### config.mk
export PLATFORM = sky130hd
export DESIGN_NAME = fixw_booth_mul
export DESIGN_NICKNAME = d
export VERILOG_FILES = /design/src/rtl/fwb_pkg.sv /design/src/rtl/fwb_pp_row.sv /design/src/rtl/fwb_bias.sv /design/src/rtl/fwb_main_acc.sv /design/src/rtl/fixw_booth_mul.sv
export SDC_FILE = /design/constraint.sdc
export NUM_CORES = 1
export LEC_CHECK = 0
export ABC_AREA = 1
export BUFFER_PORTS_ARGS = -buffer_cell sky130_fd_sc_hd__buf_2
export CAP_MARGIN = 0
export CORE_ASPECT_RATIO = 0.6
export CORE_UTILIZATION = 25
export DETAILED_ROUTE_END_ITERATION = 6
export GPL_TIMING_DRIVEN = 0
export PLACE_DENSITY_LB_ADDON = 0.2
export SLEW_MARGIN = 20
export SYNTH_ARGS = -nofsm -noshare
export SYNTH_HDL_FRONTEND = slang
export SYNTH_SLANG_ARGS = --single-unit
### constraint.sdc
create_clock -name clk -period 11.4 [get_ports clk]
set_input_delay 2.28 -clock clk [delete_from_list [all_inputs] [get_ports clk]]
set_output_delay 2.28 -clock clk [all_outputs]
set_load 0.02 [all_outputs]
### src/rtl/fwb_pkg.sv
package fwb_pkg;

  typedef enum logic [2:0] {DG_ZERO, DG_P1, DG_M1, DG_P2, DG_M2} bdig_e;

  // radix-4 recoding of one overlapping bit triplet
  function automatic bdig_e booth_decode(input logic [2:0] trip);
    case (trip)
      3'b001, 3'b010: return DG_P1;
      3'b011:         return DG_P2;
      3'b100:         return DG_M2;
      3'b101, 3'b110: return DG_M1;
      default:        return DG_ZERO;
    endcase
  endfunction

  // integer part of 3w/32: constant estimation carries
  function automatic int bias_int(input int w);
    return (3 * w) / 32;
  endfunction

  // rounding bit from the fraction of 3w/32
  function automatic int bias_half(input int w);
    return (((3 * w) % 32) >= 16) ? 1 : 0;
  endfunction

  // number of tree carries for the major truncated column
  function automatic int tree_carries(input int w);
    return ((w / 2) + 1) / 2;
  endfunction

  function automatic int sig_width(input int w);
    return $clog2(bias_int(w) + tree_carries(w) + 2);
  endfunction

endpackage

### src/rtl/fwb_pp_row.sv
module fwb_pp_row
  import fwb_pkg::*;
#(
  parameter int L = 8
) (
  input  logic [L-1:0] x_i,
  input  logic [2:0]   trip_i,
  output logic [L:0]   row_o
);
  bdig_e dig;

  assign dig = booth_decode(trip_i);

  always_comb begin
    case (dig)
      DG_P1:   row_o = {x_i[L-1], x_i};
      DG_M1:   row_o = ~{x_i[L-1], x_i};
      DG_P2:   row_o = {x_i, 1'b0};
      DG_M2:   row_o = {~x_i, 1'b1};
      default: row_o = '0;
    endcase
  end
endmodule

### src/rtl/fwb_bias.sv
module fwb_bias
  import fwb_pkg::*;
#(
  parameter int L  = 8,
  parameter int SW = 2
) (
  input  logic [L/2-1:0] mj_col_i,
  output logic [SW-1:0]  sigma_o
);
  localparam int Q       = L / 2;
  localparam int NEC     = tree_carries(L);
  localparam int A_CNT   = bias_int(L);
  localparam logic B_BIT = 1'(bias_half(L));

  logic [2*NEC-1:0] mjp;
  logic [NEC-1:0]   est_carry;
  logic             s_run;
  logic [SW-1:0]    cnt;

  assign mjp = (2*NEC)'(mj_col_i);

  // carry-save chain: each stage folds two column bits into the running sum
  always_comb begin
    s_run = B_BIT;
    for (int k = 0; k < NEC; k++) begin
      if (2*k + 1 < Q) begin
        est_carry[k] = (s_run & mjp[2*k]) | (s_run & mjp[2*k+1]) | (mjp[2*k] & mjp[2*k+1]);
        s_run        = s_run ^ mjp[2*k] ^ mjp[2*k+1];
      end else begin
        est_carry[k] = s_run & mjp[2*k];
        s_run        = s_run ^ mjp[2*k];
      end
    end
  end

  // every carry and the final sum bit enter column L with unit weight
  always_comb begin
    cnt = SW'(A_CNT) + SW'(s_run);
    for (int k = 0; k < NEC; k++) cnt = cnt + SW'(est_carry[k]);
  end

  assign sigma_o = cnt;
endmodule

### src/rtl/fwb_main_acc.sv
module fwb_main_acc #(
  parameter int L  = 8,
  parameter int SW = 2
) (
  input  logic [L/2-1:0][L:0] rows_i,
  input  logic [SW-1:0]       sigma_i,
  output logic [L-1:0]        sum_o
);
  logic signed [2*L:0] ext;
  logic signed [2*L:0] shf;
  logic [L-1:0]        acc;

  // keep only columns L..2L-1 of each sign-extended, shifted row
  always_comb begin
    acc = '0;
    ext = '0;
    shf = '0;
    for (int i = 0; i < L/2; i++) begin
      ext = {{L{rows_i[i][L]}}, rows_i[i]};
      shf = (ext <<< (2*i)) >>> L;
      acc = acc + shf[L-1:0];
    end
    sum_o = acc + L'(sigma_i);
  end
endmodule

### src/rtl/fixw_booth_mul.sv
module fixw_booth_mul
  import fwb_pkg::*;
#(
  parameter int L = 8
) (
  input  logic         clk,
  input  logic         rst,
  input  logic         in_vld,
  input  logic [L-1:0] opnd_x,
  input  logic [L-1:0] opnd_y,
  output logic         out_vld,
  output logic [L-1:0] prod_hi
);
  localparam int Q  = L / 2;
  localparam int SW = sig_width(L);

  logic [L:0]        ypad;
  logic [Q-1:0][L:0] rows;
  logic [Q-1:0]      mj_col;
  logic [SW-1:0]     sigma;
  logic [L-1:0]      prod_nxt;

  assign ypad = {opnd_y, 1'b0};

  for (genvar i = 0; i < Q; i++) begin : g_row
    fwb_pp_row #(.L(L)) row_i (
      .x_i   (opnd_x),
      .trip_i(ypad[2*i+2:2*i]),
      .row_o (rows[i])
    );
    // highest truncated column: bit L-1-2i of row i
    assign mj_col[i] = rows[i][L-1-2*i];
  end

  fwb_bias #(.L(L), .SW(SW)) bias_i (
    .mj_col_i(mj_col),
    .sigma_o (sigma)
  );

  fwb_main_acc #(.L(L), .SW(SW)) acc_i (
    .rows_i (rows),
    .sigma_i(sigma),
    .sum_o  (prod_nxt)
  );

  always_ff @(posedge clk) begin
    if (rst) begin
      out_vld <= 1'b0;
      prod_hi <= '0;
    end else begin
      out_vld <= in_vld;
      if (in_vld) prod_hi <= prod_nxt;
    end
  end
endmodule

After elaboration in Yosys (flattened, before gate mapping)
Cells that the tools add are included.
Operators by class
  add/subtract/negate cells: 6
  equality and inequality tests: 37
  multiplexer cells: 8
  bitwise gates (word level): 14
  reductions and logical operators: 6
Operators by type and width (number)
  $pmux W9 S4: 4
  $eq A3 B2 Y1 const B: 14
  $eq A3 B3 Y1 const B: 13
  $pmux W3 S4: 3
  $eq A3 B1 Y1 const B: 7
  $add A8 B8 Y8: 2
  $reduce_or A2 Y1: 6
  $not A9 Y9: 1
  $pmux W3 S3: 1
  $add A8 B2 Y8: 1
  $not A8 Y8: 1
  $add A1 B3 Y4: 1
  $and A1 B1 Y1: 4
  $eq A2 B2 Y1 const B: 2
  $or A1 B1 Y1: 4
  $xor A1 B1 Y1: 3
  $add A1 B1 Y2: 1
  $add A2 B1 Y2: 1
  $eq A2 B1 Y1 const B: 1
  $not A1 Y1: 1
Word-level totals
  bits in registers: 9
  bits of input ports: 19
  output and inout bits: 9
  word-level logic and storage cells: 73

Depth between registers and ports, before layout
Gate-level depths: netlist (run 1).
  word-level depth: 11
  gate-level depth with buffers: 23
  gate-level depth less buffers: 23

Cells and area by module
A second synthesis (run 1) with hierarchy kept.
Second synthesis, totals
  cells, all modules: 443
  area total of the unflattened synthesis: 2552.4 um2
Modules (own cells, without submodules)
  fwb_pp_row: times used 4, cells an instance 73, area an instance 359.1 um2, seq. area each 0.0 um2
  fwb_main_acc: times used 1, cells an instance 89, area an instance 675.6 um2, seq. area each 0.0 um2
  fixw_booth_mul: times used 1, cells an instance 55, area an instance 372.9 um2, seq. area each 180.2 um2
  fwb_bias: times used 1, cells an instance 7, area an instance 67.6 um2, seq. area each 0.0 um2

Least setup slack after synthesis (run 1)
OpenSTA, ideal clock, no wires.
  path kind: input -> register
  from: input opnd_y[1]
  to: register prod_hi[6]
  setup time: 0.115 ns
  arrival: 5.546 ns
  path slack: 5.739 ns
  stages on the path: 20
  path buffers: 0
  cell sequence: inv_2 > or2_1 > a21oi_1 > a22oi_1 > o221ai_1 > ha_1 > inv_1 > fa_1 > inv_1 > fa_1 > ha_1 > fa_1 > nand3_1 > nand3_1 > a21oi_1 > nor2_1 > nor2_1 > nor2_1 > o21ai_0 > inv_1
On the way
  word-level cells in the longest chain between the ends: 11
RTL lines
  start: declaration: RTL line fixw_booth_mul.sv:10  | input logic [L-1:0] opnd_y,
  branches (longest 10 deep; another with $add A8 B8 Y8)
  $add A8 B2 Y8 *: RTL line fwb_main_acc.sv:23  | sum_o = acc + L'(sigma_i);
  end signal: assignment: RTL line fixw_booth_mul.sv:52  | if (in_vld) prod_hi <= prod_nxt;
  end: declaration: RTL line fixw_booth_mul.sv:12  | output logic [L-1:0] prod_hi
Every way passes the cells marked *.
A chain may end at the register's enable or synchronous reset.

Worst setup path after layout (run 1)
Ends and elaborated chain as after synthesis.

==> results of run 1 <==
==> sequential cells by signal, summed over array words and instances (netlist names) <==
signal   flops
out_vld      1
prod_hi      8
==> Yosys cell counts, drive strengths merged, types with 2 or more instances <==
library cell,count,share of area [%]
nand2,72,18
inv,39,9.1
nor2,31,7.4
ha,21,16
a21oi,13,4.3
nand3,13,4.7
o2111ai,12,6.6
o21ai,10,3.1
dfxtp,9,11
fa,7,8.8
xor2,6,3.3
a21o,3,1.4
buf,2,0.63
clkbuf,2,0.47
o31ai,2,0.94
xnor2,2,1.1
==> worst max-delay path, cell delays in order <==
cell      delay, ns
buf_2          0.14
inv_2          0.05
or2_1          0.22
a21oi_1        0.29
a22oi_1        0.11
o221ai_1       0.10
ha_1           0.21
inv_1          0.06
fa_1           0.48
inv_1          0.05
fa_1           0.44
ha_1           0.35
fa_1           0.47
nand3_1        0.11
nand3_1        0.10
a21oi_1        0.17
nor2_1         0.06
nor2_1         0.12
nor2_1         0.05
o21ai_0        0.16
inv_1          0.05
==> stage by stage <==
step / setup slack [ns] / util (%) / instances / power, W / hold slack, ns
after floorplan: 5.739 / - / 251 / 0.0002248 / 0.5363
after global placement: 5.254 / 29.74 / 359 / 0.0002746 / 0.4542
after detailed placement: 5.273 / 29.74 / 359 / 0.0002749 / 0.4625
after CTS: 5.495 / 30.49 / 363 / 0.0003160 / 0.4735
after global routing: 5.092 / 30.49 / 363 / 0.0003561 / 0.4982
final: 5.470 / 30.49 / 363 / 0.0003109 / 0.4692
==> how the worst max path moves through the flow <==
stage          startpoint    endpoint  slack (ns)  cells past startpoint
2_1_floorplan   opnd_y[1]  prod_hi[6]        5.74                     20
3_3_place_gp    opnd_y[1]  prod_hi[6]        5.25                     21
3_5_place_dp    opnd_y[1]  prod_hi[6]        5.27                     21
4_1_cts         opnd_y[1]  prod_hi[6]        5.49                     21
5_1_grt         opnd_y[1]  prod_hi[6]        5.09                     21
6_report        opnd_y[1]  prod_hi[6]        5.47                     21
==> power breakdown <==
part | switching (W) | internal, W
Combinational | 0.000135 | 0.0000899
Clock | 0.0000137 | 0.0000239
Sequential | 0.00000559 | 0.0000429
Total | 0.000154 | 0.000157
==> final cells by class <==
type,instances,area (sq um)
multi-input combinational,198,1252
buffer,4,17.52
sequential,9,180.2
timing repair buffer,24,120.1
tap,84,105.1
fill,688,4267
clock buffer,3,41.29
clock inverter,1,5.005
inverter,40,150.1
==> layout by cell type, fill, tap and decap left out, drive strengths merged <==
cell type / synthesis / routed
nand4: 1 / 1
xor2: 6 / 6
a21oi: 13 / 13
or2: 1 / 1
o221ai: 1 / 1
buf: 2 / 26
dfxtp: 9 / 9
o21ai: 10 / 10
nand2: 72 / 72
fa: 7 / 7
clkbuf: 2 / 5
o31ai: 2 / 2
nand3: 13 / 13
a31oi: 1 / 1
and2: 1 / 1
nor2: 31 / 31
a22oi: 1 / 1
ha: 21 / 21
o2111ai: 12 / 12
clkinv: 1 / 2
inv: 39 / 39
a21o: 3 / 3
xnor2: 2 / 2
==> logic make-up after synthesis <==
family | after synthesis | share of synthesized area, %
compound gates | 43 | 17.75
xor+xnor | 8 | 4.379
fa+ha+maj | 28 | 25.18
buf+inv | 44 | 10.48
flops | 9 | 11.26
simple gates | 119 | 30.96
==> per-layer routing <==
| metal | track usage [%] | wire length, um | vias up |
|---|---|---|---|
| li1 | - | - | 878 |
| met1 | 20.36 | 2320 | 758 |
| met2 | 17.27 | 1328 | 32 |
| met3 | 2.551 | 202 | 0 |
| met4 | 1.056 | 0 | 0 |
| met5 | 0 | 0 | - |
==> results by group, run 1 <==
Floorplan
  – Die width: 105.3 um
  – Initial Util: 26.07%
  – Die area: 6736 sq um
  – Die Y: 63.98 um
  – Core area: 6138 sq um
  – Row Count: 22
  – I/O pin count: 28

Synthesis
  – Syn avg cell area: 6.376 sq um
  – Count of cell types in the netlist: 29
  – #FFs+latches synth: 9
  – Register area share after synthesis: 11.26%
  – Post-synth EDFFs: 0
  – Main flop type after synthesis: dfxtp_1
  – Gate Count Post-Synth: 251
  – Async S/R FF share, synth: 0%
  – Post-Synthesis Net Count: 298
  – Yosys warns: 0
  – Post-Syn Area: 1600 sq um

Worst setup path
  – Worst Setup Path Type: input pin to register
  – Crit. End Element: register
  – Peak fanout along the critical path: 5
  – Worst EP required: 11.53 ns
  – Flop2flop setup slack: 10.71 ns
  – Reg-to-reg startpoint: prod_hi[2]
  – Reg2reg path depth: 4
  – Crit path DAT: 6.06 ns
  – Reg2reg end: prod_hi[2]
  – CP Launch Type: input pin

GRT
  – Global-route wire length before repair: 6955 um
  – Antenna violations before repair: 0
  – Largest net degree at the start of global routing: 11
  – Vias in the first global route: 1535
  – GR Util All Layers: 12.67%
  – Grt total ovfl: 0

Clocking
  – # resized after CTS: 0
  – CTS Buf Count: 3
  – Postcts setup bufs: 0
  – Hold_buf cts: 0
  – CTS tree: done
  – Root buffer cell: clkbuf_8
  – CTS Buffer Depth: 2
  – Sink Count: 9
  – Clock-pin slew on the worst setup and hold paths: 0.05 ns
  – H-Tree Depth: 1
  – Worst skew pair latency: 0.24 ns

Timing
  – Total count of hold-check failures in the final report: 0
  – Setup TNS: 0 ns
  – Crit path time final: 5.930 ns
  – Final setup viols: 0
  – Final clock skew: 0 ns
  – Worst-margin pin slew: 0.5569 ns
  – Fin. max-slew vios: 0
  – Fmax: 168.6 MHz
  – Tcrit/Tclk final: 52.02%
  – RSZ-0062 raised after global routing: no
  – Slew HR: 62.73%

Finish
  – Share of cells above drive strength 1: 13.98%
  – N_diodes: 0
  – Final #Nets: 327
  – Design area: 1872 sq um
  – Layout area overhead: 16.97%

Power and ir drop
  – Max VDD drop: 0.00004721 V
  – LEAKAGE: 1.001 nW
  – Power Dens Cells: 166.1 nW/um^2

Route
  – Initial DRT Pass Iterations: 4
  – Routed WL: 3852 um
  – Residual DRC count: 0
  – Routed via count: 1668
  – Via density: 4.595
  – WL/cell: 10.61 um
  – Starting DRT DRC Count: 91
  – DRT antenna net count: 0

Worst hold path
  – Hold endpoint: prod_hi[0]
  – Hold depth: 2
  – HP Class: register to register
  – Hold Startpoint: prod_hi[0]

Run status
  – Outcome: complete, no violations

Placed design
  – PortBufs: 24
  – Cell area after placement: 1826 sq um
  – HPWL after DPL: 3324 um
  – Gp weighted congestion: 0.7915

Run
  – Max-cap viol count: 0
Power figures use the tool's default switching activity.
==> run 2: changes to the inputs <==
==> constraint.sdc (replaced) <==
create_clock -name clk -period 4.8 [get_ports clk]
set_input_delay 0.96 -clock clk [delete_from_list [all_inputs] [get_ports clk]]
set_output_delay 0.96 -clock clk [all_outputs]
set_load 0.02 [all_outputs]
==> run 2 against run 1 <==
Compared with the run above:
- clock skew is the same
- die area did not move
- clock-buffer cell count unchanged
- cell area grew 0.94%
==> results by group, run 2 (synthesized netlist as in run 1, its figures left out) <==
Finish
  – Share of the core filled with cells: 30.78% (was 30.49%)
  – Share of cells above drive strength 1: 15.36% (was 13.98%)
  – N_diodes: 0 (unchanged)
  – Commonest non-fill, non-tap cells in the layout: nand2_1 (69), inv_1 (37), nor2_1 (30), buf_2 (26), ha_1 (20) (was nand2_1 (69), inv_1 (37), nor2_1 (30), buf_2 (26), ha_1 (21))
  – Final #Nets: 328 (was 327)
  – Number of fill cells: 686 (was 688)
  – Leading cell type in the layout, fill and taps excluded: nand2_1 (unchanged)
  – Largest reg by FF count: prod_hi (unchanged)
  – Largest register FFs: 8 (unchanged)
  – Largest registers: prod_hi: 8 flops, out_vld: 1 flops (unchanged)
  – Layout area overhead: 18.06% (was 16.97%)

Timing
  – Fmax: 223.2 MHz
  – Worst-margin pin slew: 0.5941 ns (was 0.5569 ns)
  – RSZ-0062 raised after global routing: no (unchanged)
  – Final setup viols: 0 (unchanged)
  – Total count of hold-check failures in the final report: 0 (unchanged)
  – Slew HR: 60.25% (was 62.73%)
  – Fin. max-slew vios: 0 (unchanged)
  – Tcrit/Tclk final: 93.34%
  – Crit path time final: 4.480 ns
  – Final clock skew: 0 ns (unchanged)

Floorplan
  – Core area: 6138 sq um (unchanged)
  – Initial Util: 26.07% (unchanged)
  – Row Count: 22 (unchanged)
  – Die Y: 63.98 um (unchanged)
  – Die width: 105.3 um (unchanged)
  – Die area: 6736 sq um (unchanged)
  – I/O pin count: 28 (unchanged)

Clocking
  – Clock-pin slew on the worst setup and hold paths: 0.05 ns (about the same)
  – Root buffer cell: clkbuf_8 (unchanged)
  – CTS Buffer Depth: 2 (unchanged)
  – Hold_buf cts: 0 (unchanged)
  – H-Tree Depth: 1 (unchanged)
  – CTS tree: done (unchanged)
  – Sink Count: 9 (unchanged)
  – Worst skew pair latency: 0.24 ns (about the same)
  – CTS Buf Count: 3 (unchanged)

Route
  – Routed WL: 3857 um (was 3852 um)
  – Via density: 4.602 (was 4.595)
  – Starting DRT DRC Count: 79 (was 91)
  – DRT antenna net count: 0 (unchanged)
  – Initial DRT Pass Iterations: 4 (unchanged)
  – Routed via count: 1675 (was 1668)
  – WL/cell: 10.60 um (was 10.61 um)
  – Residual DRC count: 0 (unchanged)

GRT
  – Antenna violations before repair: 0 (unchanged)
  – GR Util All Layers: 12.67% (unchanged)
  – Grt total ovfl: 0 (unchanged)
  – Global-route wire length before repair: 6955 um (unchanged)
  – Vias in the first global route: 1535 (unchanged)
  – Largest net degree at the start of global routing: 11 (unchanged)

Run status
  – Outcome: complete, no violations (unchanged)

Worst setup path
  – Worst path most repeated cell: inv_1
  – WP buf/inv: 6 (was 5)
  – Slowest-stage cell, CP: fa_1 (unchanged)
  – Crit-path leading delay family: adder cells (unchanged)
  – Peak fanout along the critical path: 5 (unchanged)
  – Cells along the critical path: buf_2, inv_2, or2_1, a21oi_1, inv_1, o221ai_1, ha_2, inv_1, fa_1, inv_1, fa_1, ha_1, fa_1, nand3_1, nand3_1, a21oi_2, nor2_1, nor2_1, nor2_1, o21ai_1, inv_1 (was buf_2, inv_2, or2_1, a21oi_1, a22oi_1, o221ai_1, ha_1, inv_1, fa_1, inv_1, fa_1, ha_1, fa_1, nand3_1, nand3_1, a21oi_1, nor2_1, nor2_1, nor2_1, o21ai_0, inv_1)
  – Crit. End Element: register (unchanged)
  – Crit path DAT: 4.61 ns (was 6.06 ns)
  – Crit-path max cell delay: 0.48 ns (about the same)
  – Worst EP required: 4.93 ns (was 11.53 ns)
  – Worst Setup Path Type: input pin to register (unchanged)
  – CP Launch Type: input pin (unchanged)

Placed design
  – Gp weighted congestion: 0.7915 (unchanged)
  – PortBufs: 24 (unchanged)
  – HPWL after DPL: 3324 um (unchanged)

Run
  – Max-cap viol count: 0 (unchanged)

Power and ir drop
  – LEAKAGE: 1.005 nW (was 1.001 nW)
  – Power Dens Cells: 394.6 nW/um^2 (was 166.1 nW/um^2)
  – Final Power: 0.0007454 W (was 0.0003109 W)
  – Max VDD drop: 0.0001133 V (was 0.00004721 V)

Worst hold path
  – HP Class: register to register (unchanged)
run 2: timing repair:
| item | CTS | global route |
|---|---|---|
| setup endpoints to repair | 0 | 2 |
| buffers inserted | 0 | 1 |
| resized for setup | 0 | 4 |
run 2: worst reg2reg max path: stages, from the launching register on:
cell	delay, ns
dfxtp_1	0.31
nor2_1	0.08
nor2_1	0.04
o21ai_0	0.09
inv_1	0.05
run 2: layer usage:
layer  up-vias  GRT usage [%]  part of all wire (%)
met3         0          2.551                   4.8
met1       764          20.36                    61
met5         -              0                     0
met4         0          1.056                     0
met2        30          17.27                    35
li1        881              -                     -
run 2: final timing paths:
path | end | slack, ns | cells after the start | start
max | prod_hi[6] | 0.32 | 21 | opnd_y[1]
max reg2reg | prod_hi[2] | 4.11 | 4 | prod_hi[2]
min reg2reg | prod_hi[0] | 0.47 | 2 | prod_hi[0]
min | prod_hi[0] | 0.47 | 2 | prod_hi[0]
run 2: stage by stage:
stage          std cells  setup WS, ns  hold slack (ns)  setup TNS, ns  instance area, sq um
2_1_floorplan        251        0.4586           0.5363              0                  1600
3_3_place_gp         359      -0.02633           0.4542       -0.02633                  1826
3_5_place_dp         359     -0.006779           0.4625      -0.006779                  1826
4_1_cts              363        0.2147           0.4735              0                  1872
5_1_grt              364      0.004999           0.4982              0                  1889
6_report             364        0.3199           0.4692              0                  1889
run 2: area by class of cell:
type	count	area (sq um)	area share (%)
inverters	40	150.1	7.947
flip-flops and latches	9	180.2	9.536
plain buffers	4	17.52	0.9272
well taps	84	105.1	5.563
multi-input cells	198	1262	66.82
repair buffers	25	127.6	6.755
clock buffers	3	41.29	2.185
clock inverters	1	5.005	0.2649
run 2: where the power goes:
part	leakage (nW)	switching, W	total [W]	internal (W)
clock	0.0255	0.0000326	0.0000894	0.0000568
combinational	0.905	0.000324	0.000541	0.000217
sequential	0.0747	0.0000133	0.000115	0.000102
total	1.01	0.000370	0.000745	0.000375
==> run 3: changes to the inputs <==
--- a/config.mk
+++ b/config.mk
@@ -16,4 +16,5 @@
 export SLEW_MARGIN = 20
 export SYNTH_ARGS = -nofsm -noshare
 export SYNTH_HDL_FRONTEND = slang
+export SYNTH_HIERARCHICAL = 1
 export SYNTH_SLANG_ARGS = --single-unit
==> run 3 against run 2 <==
Compared with the run above:
- largest cell class unchanged
- non-clock buffer count grew 15
- cell area increased by 29%
- sequential share of layout area is 2.2 points lower
- clock skew did not move
- global-route usage decreased by 0.30 points
- sequential power hardly changed
- first-iteration DRC count rose by 89%
- register-to-register slack improved by 0.11 ns
- power is 45% higher
- final cell count is 31% higher
- combinational power increased by 52%
- wire length rose by 30%
==> results by group, run 3 <==
Run status
  – Outcome: complete, no violations (unchanged)

GRT
  – Grt total ovfl: 0 (unchanged)
  – GR Util All Layers: 12.37% (was 12.67%)
  – Antenna violations before repair: 0 (unchanged)
  – Vias in the first global route: 1918 (was 1535)
  – Global-route wire length before repair: 8707 um (was 6955 um)
  – Largest net degree at the start of global routing: 17 (was 11)

Power and ir drop
  – Power Dens Cells: 442.6 nW/um^2 (was 394.6 nW/um^2)
  – Switching share of total power: 48.46% (was 49.64%)
  – Internal: 0.0005570 W (was 0.0003754 W)
  – Final Power: 0.001081 W (was 0.0007454 W)
  – Clk pwr share: 13.3% (was 12.0%)
  – Max VDD drop: 0.0001195 V (was 0.0001133 V)
  – Psw: 0.0005238 W (was 0.0003700 W)
  – Reg power frac: 10.7% (was 15.4%)
  – Gate power share: 76.0% (was 72.6%)
  – LEAKAGE: 1.434 nW (was 1.005 nW)

Route
  – Routed WL: 5019 um (was 3857 um)
  – Via density: 4.345 (was 4.602)
  – WL/cell: 10.50 um (was 10.60 um)
  – Residual DRC count: 0 (unchanged)
  – Initial DRT Pass Iterations: 4 (unchanged)
  – DRT antenna net count: 0 (unchanged)
  – Routed via count: 2077 (was 1675)
  – Starting DRT DRC Count: 149 (was 79)

Worst setup path
  – Reg-to-reg startpoint: prod_hi[6] (was prod_hi[2])
  – Crit path DAT: 4.52 ns (was 4.61 ns)
  – Flop2flop setup slack: 4.22 ns (was 4.11 ns)
  – Crit. End Element: register (unchanged)
  – Peak fanout along the critical path: 7 (was 5)
  – Worst EP required: 4.92 ns (was 4.93 ns)
  – Reg2reg path depth: 2 (was 4)
  – Reg2reg end: prod_hi[6] (was prod_hi[2])
  – Worst Setup Path Type: input pin to register (unchanged)
  – CP Launch Type: input pin (unchanged)

Clocking
  – CTS Buffer Depth: 2 (unchanged)
  – Worst skew pair latency: 0.23 ns (was 0.24 ns)
  – CTS tree: done (unchanged)
  – H-Tree Depth: 1 (unchanged)
  – Clock-pin slew on the worst setup and hold paths: 0.04 ns (was 0.05 ns)
  – Root buffer cell: clkbuf_16 (was clkbuf_8)
  – Sink Count: 9 (unchanged)
  – Hold_buf cts: 0 (unchanged)
  – CTS Buf Count: 3 (unchanged)

Finish
  – Final #Nets: 417 (was 328)
  – Largest registers: prod_hi: 8 flops, out_vld: 1 flops (unchanged)
  – N_diodes: 0 (unchanged)
  – Layout area overhead: 19.17% (was 18.06%)
  – Largest reg by FF count: prod_hi (unchanged)
  – Share of cells above drive strength 1: 20.00% (was 15.36%)
  – Leading cell type in the layout, fill and taps excluded: nand2_1 (unchanged)
  – Post-Layout Cell Count: 478 (was 364)
  – Largest register FFs: 8 (unchanged)
  – Commonest non-fill, non-tap cells in the layout: nand2_1 (102), inv_1 (52), nand3_1 (35), nand4_1 (31), buf_2 (25) (was nand2_1 (69), inv_1 (37), nor2_1 (30), buf_2 (26), ha_1 (20))

Floorplan
  – Initial Util: 25.90% (was 26.07%)
  – Row Count: 25 (was 22)
  – Die width: 118.9 um (was 105.3 um)
  – Die Y: 72.14 um (was 63.98 um)
  – Core area: 7914 sq um (was 6138 sq um)
  – Die area: 8576 sq um (was 6736 sq um)
  – I/O pin count: 28 (unchanged)

Worst hold path
  – Hold depth: 2 (unchanged)
  – Hold endpoint: prod_hi[3] (was prod_hi[0])
  – Hold Startpoint: prod_hi[3] (was prod_hi[0])
  – HP Class: register to register (unchanged)

Timing
  – Smallest hold slack: 0.4658 ns (was 0.4692 ns)
  – Final clock skew: 0 ns (unchanged)
  – Final setup viols: 0 (unchanged)
  – Tcrit/Tclk final: 91.60% (was 93.34%)
  – Total count of hold-check failures in the final report: 0 (unchanged)
  – Crit path time final: 4.397 ns (was 4.480 ns)
  – Fin. max-slew vios: 0 (unchanged)
  – Fmax: 227.4 MHz (was 223.2 MHz)
  – RSZ-0062 raised after global routing: no (unchanged)
  – Setup TNS: 0 ns (unchanged)

Placed design
  – HPWL after DPL: 4177 um (was 3324 um)
  – Inst Count DP: 470 (was 359)
  – Gp weighted congestion: 0.8108 (was 0.7915)
  – PortBufs: 26 (was 24)

Synthesis
  – Post-Syn Area: 2049 sq um (was 1600 sq um)
  – Gate Count Post-Synth: 333 (was 251)
  – Syn avg cell area: 6.155 sq um (was 6.376 sq um)
  – Yosys warns: 6 (was 0)

Run
  – Max-cap viol count: 0 (unchanged)
==> run 3: cell types whose count changed in the layout (fill, tap and decap cells not counted), sizes merged, moves of 8 or more <==
cell	delta
nand4	+30
nor2	-8
a21oi	-10
buf	+12
o2111ai	-12
o21ai	-9
inv	+27
nand2	+39
nand3	+22
==> run 3: metal layers <==
metal / routed length, um / global-route usage, % / vias to the layer above
met2: 1860 / 17.87 / 33
met1: 2984 / 19.54 / 917
li1: - / - / 1125
met5: 0 / 0 / -
met4: 8 / 1.266 / 0
met3: 165 / 1.808 / 2
==> run 3: worst max-delay path, cell delays in order <==
cell	delay (ns)
buf_2	0.17
buf_4	0.15
nand2_1	0.06
a22oi_2	0.26
inv_1	0.11
fa_1	0.47
inv_1	0.07
ha_1	0.16
inv_1	0.05
fa_1	0.43
o21ai_2	0.15
nand2_1	0.05
nand2_1	0.07
nand2_1	0.05
nand2_1	0.08
ha_1	0.24
ha_1	0.36
a21oi_1	0.21
nand3_1	0.10
nand2_1	0.06
nand2_1	0.04
inv_1	0.06
nand2_2	0.04
nand2_1	0.06
nor2_2	0.04
==> run 3: how the worst max path moves through the flow <==
stage,startpoint,end,slack (ns),cells after the start
2_1_floorplan,opnd_y[1],prod_hi[6],0.31,23
3_3_place_gp,opnd_x[7],prod_hi[6],-0.35,24
4_1_cts,opnd_x[7],prod_hi[6],0.15,26
3_5_place_dp,opnd_x[7],prod_hi[6],-0.34,24
6_report,opnd_y[1],prod_hi[6],0.40,25
5_1_grt,opnd_y[5],prod_hi[6],0.03,29
==> run 3: cell type report <==
type	instances	area [sq um]
multi-input combinational	247	1485
inverter	66	247.7
fill	862	5472
sequential	9	180.2
timing repair buffer	30	162.7
tap	108	135.1
clock buffer	4	78.83
buffer	14	152.6
==> run 3: power groups by stage <==
stage                     registers [W]  clock network, W  logic (W)
after CTS                      0.000116          0.000147   0.000832
after detailed placement       0.000117                 0   0.000824
after floorplan                0.000153                 0   0.000611
final                          0.000116          0.000144   0.000821
after global placement         0.000117                 0   0.000820
after global routing           0.000119          0.000152   0.000974
==> run 3: what timing repair did <==
item                                    4_1_cts  5_1_grt
setup buffers                                 0        4
pin swaps                                     0        1
resized for setup                             1        1
endpoints found under the setup margin        2        2
==> run 3: per-stage QoR <==
stage	util, %	worst slack (ns)	area, sq um
finish	30.86	0.4034	2442
global route	30.86	0.03242	2442
CTS	30.45	0.1498	2410
detailed placement	29.39	-0.3439	2326
global placement	29.39	-0.3468	2326
floorplan	-	0.3110	2061
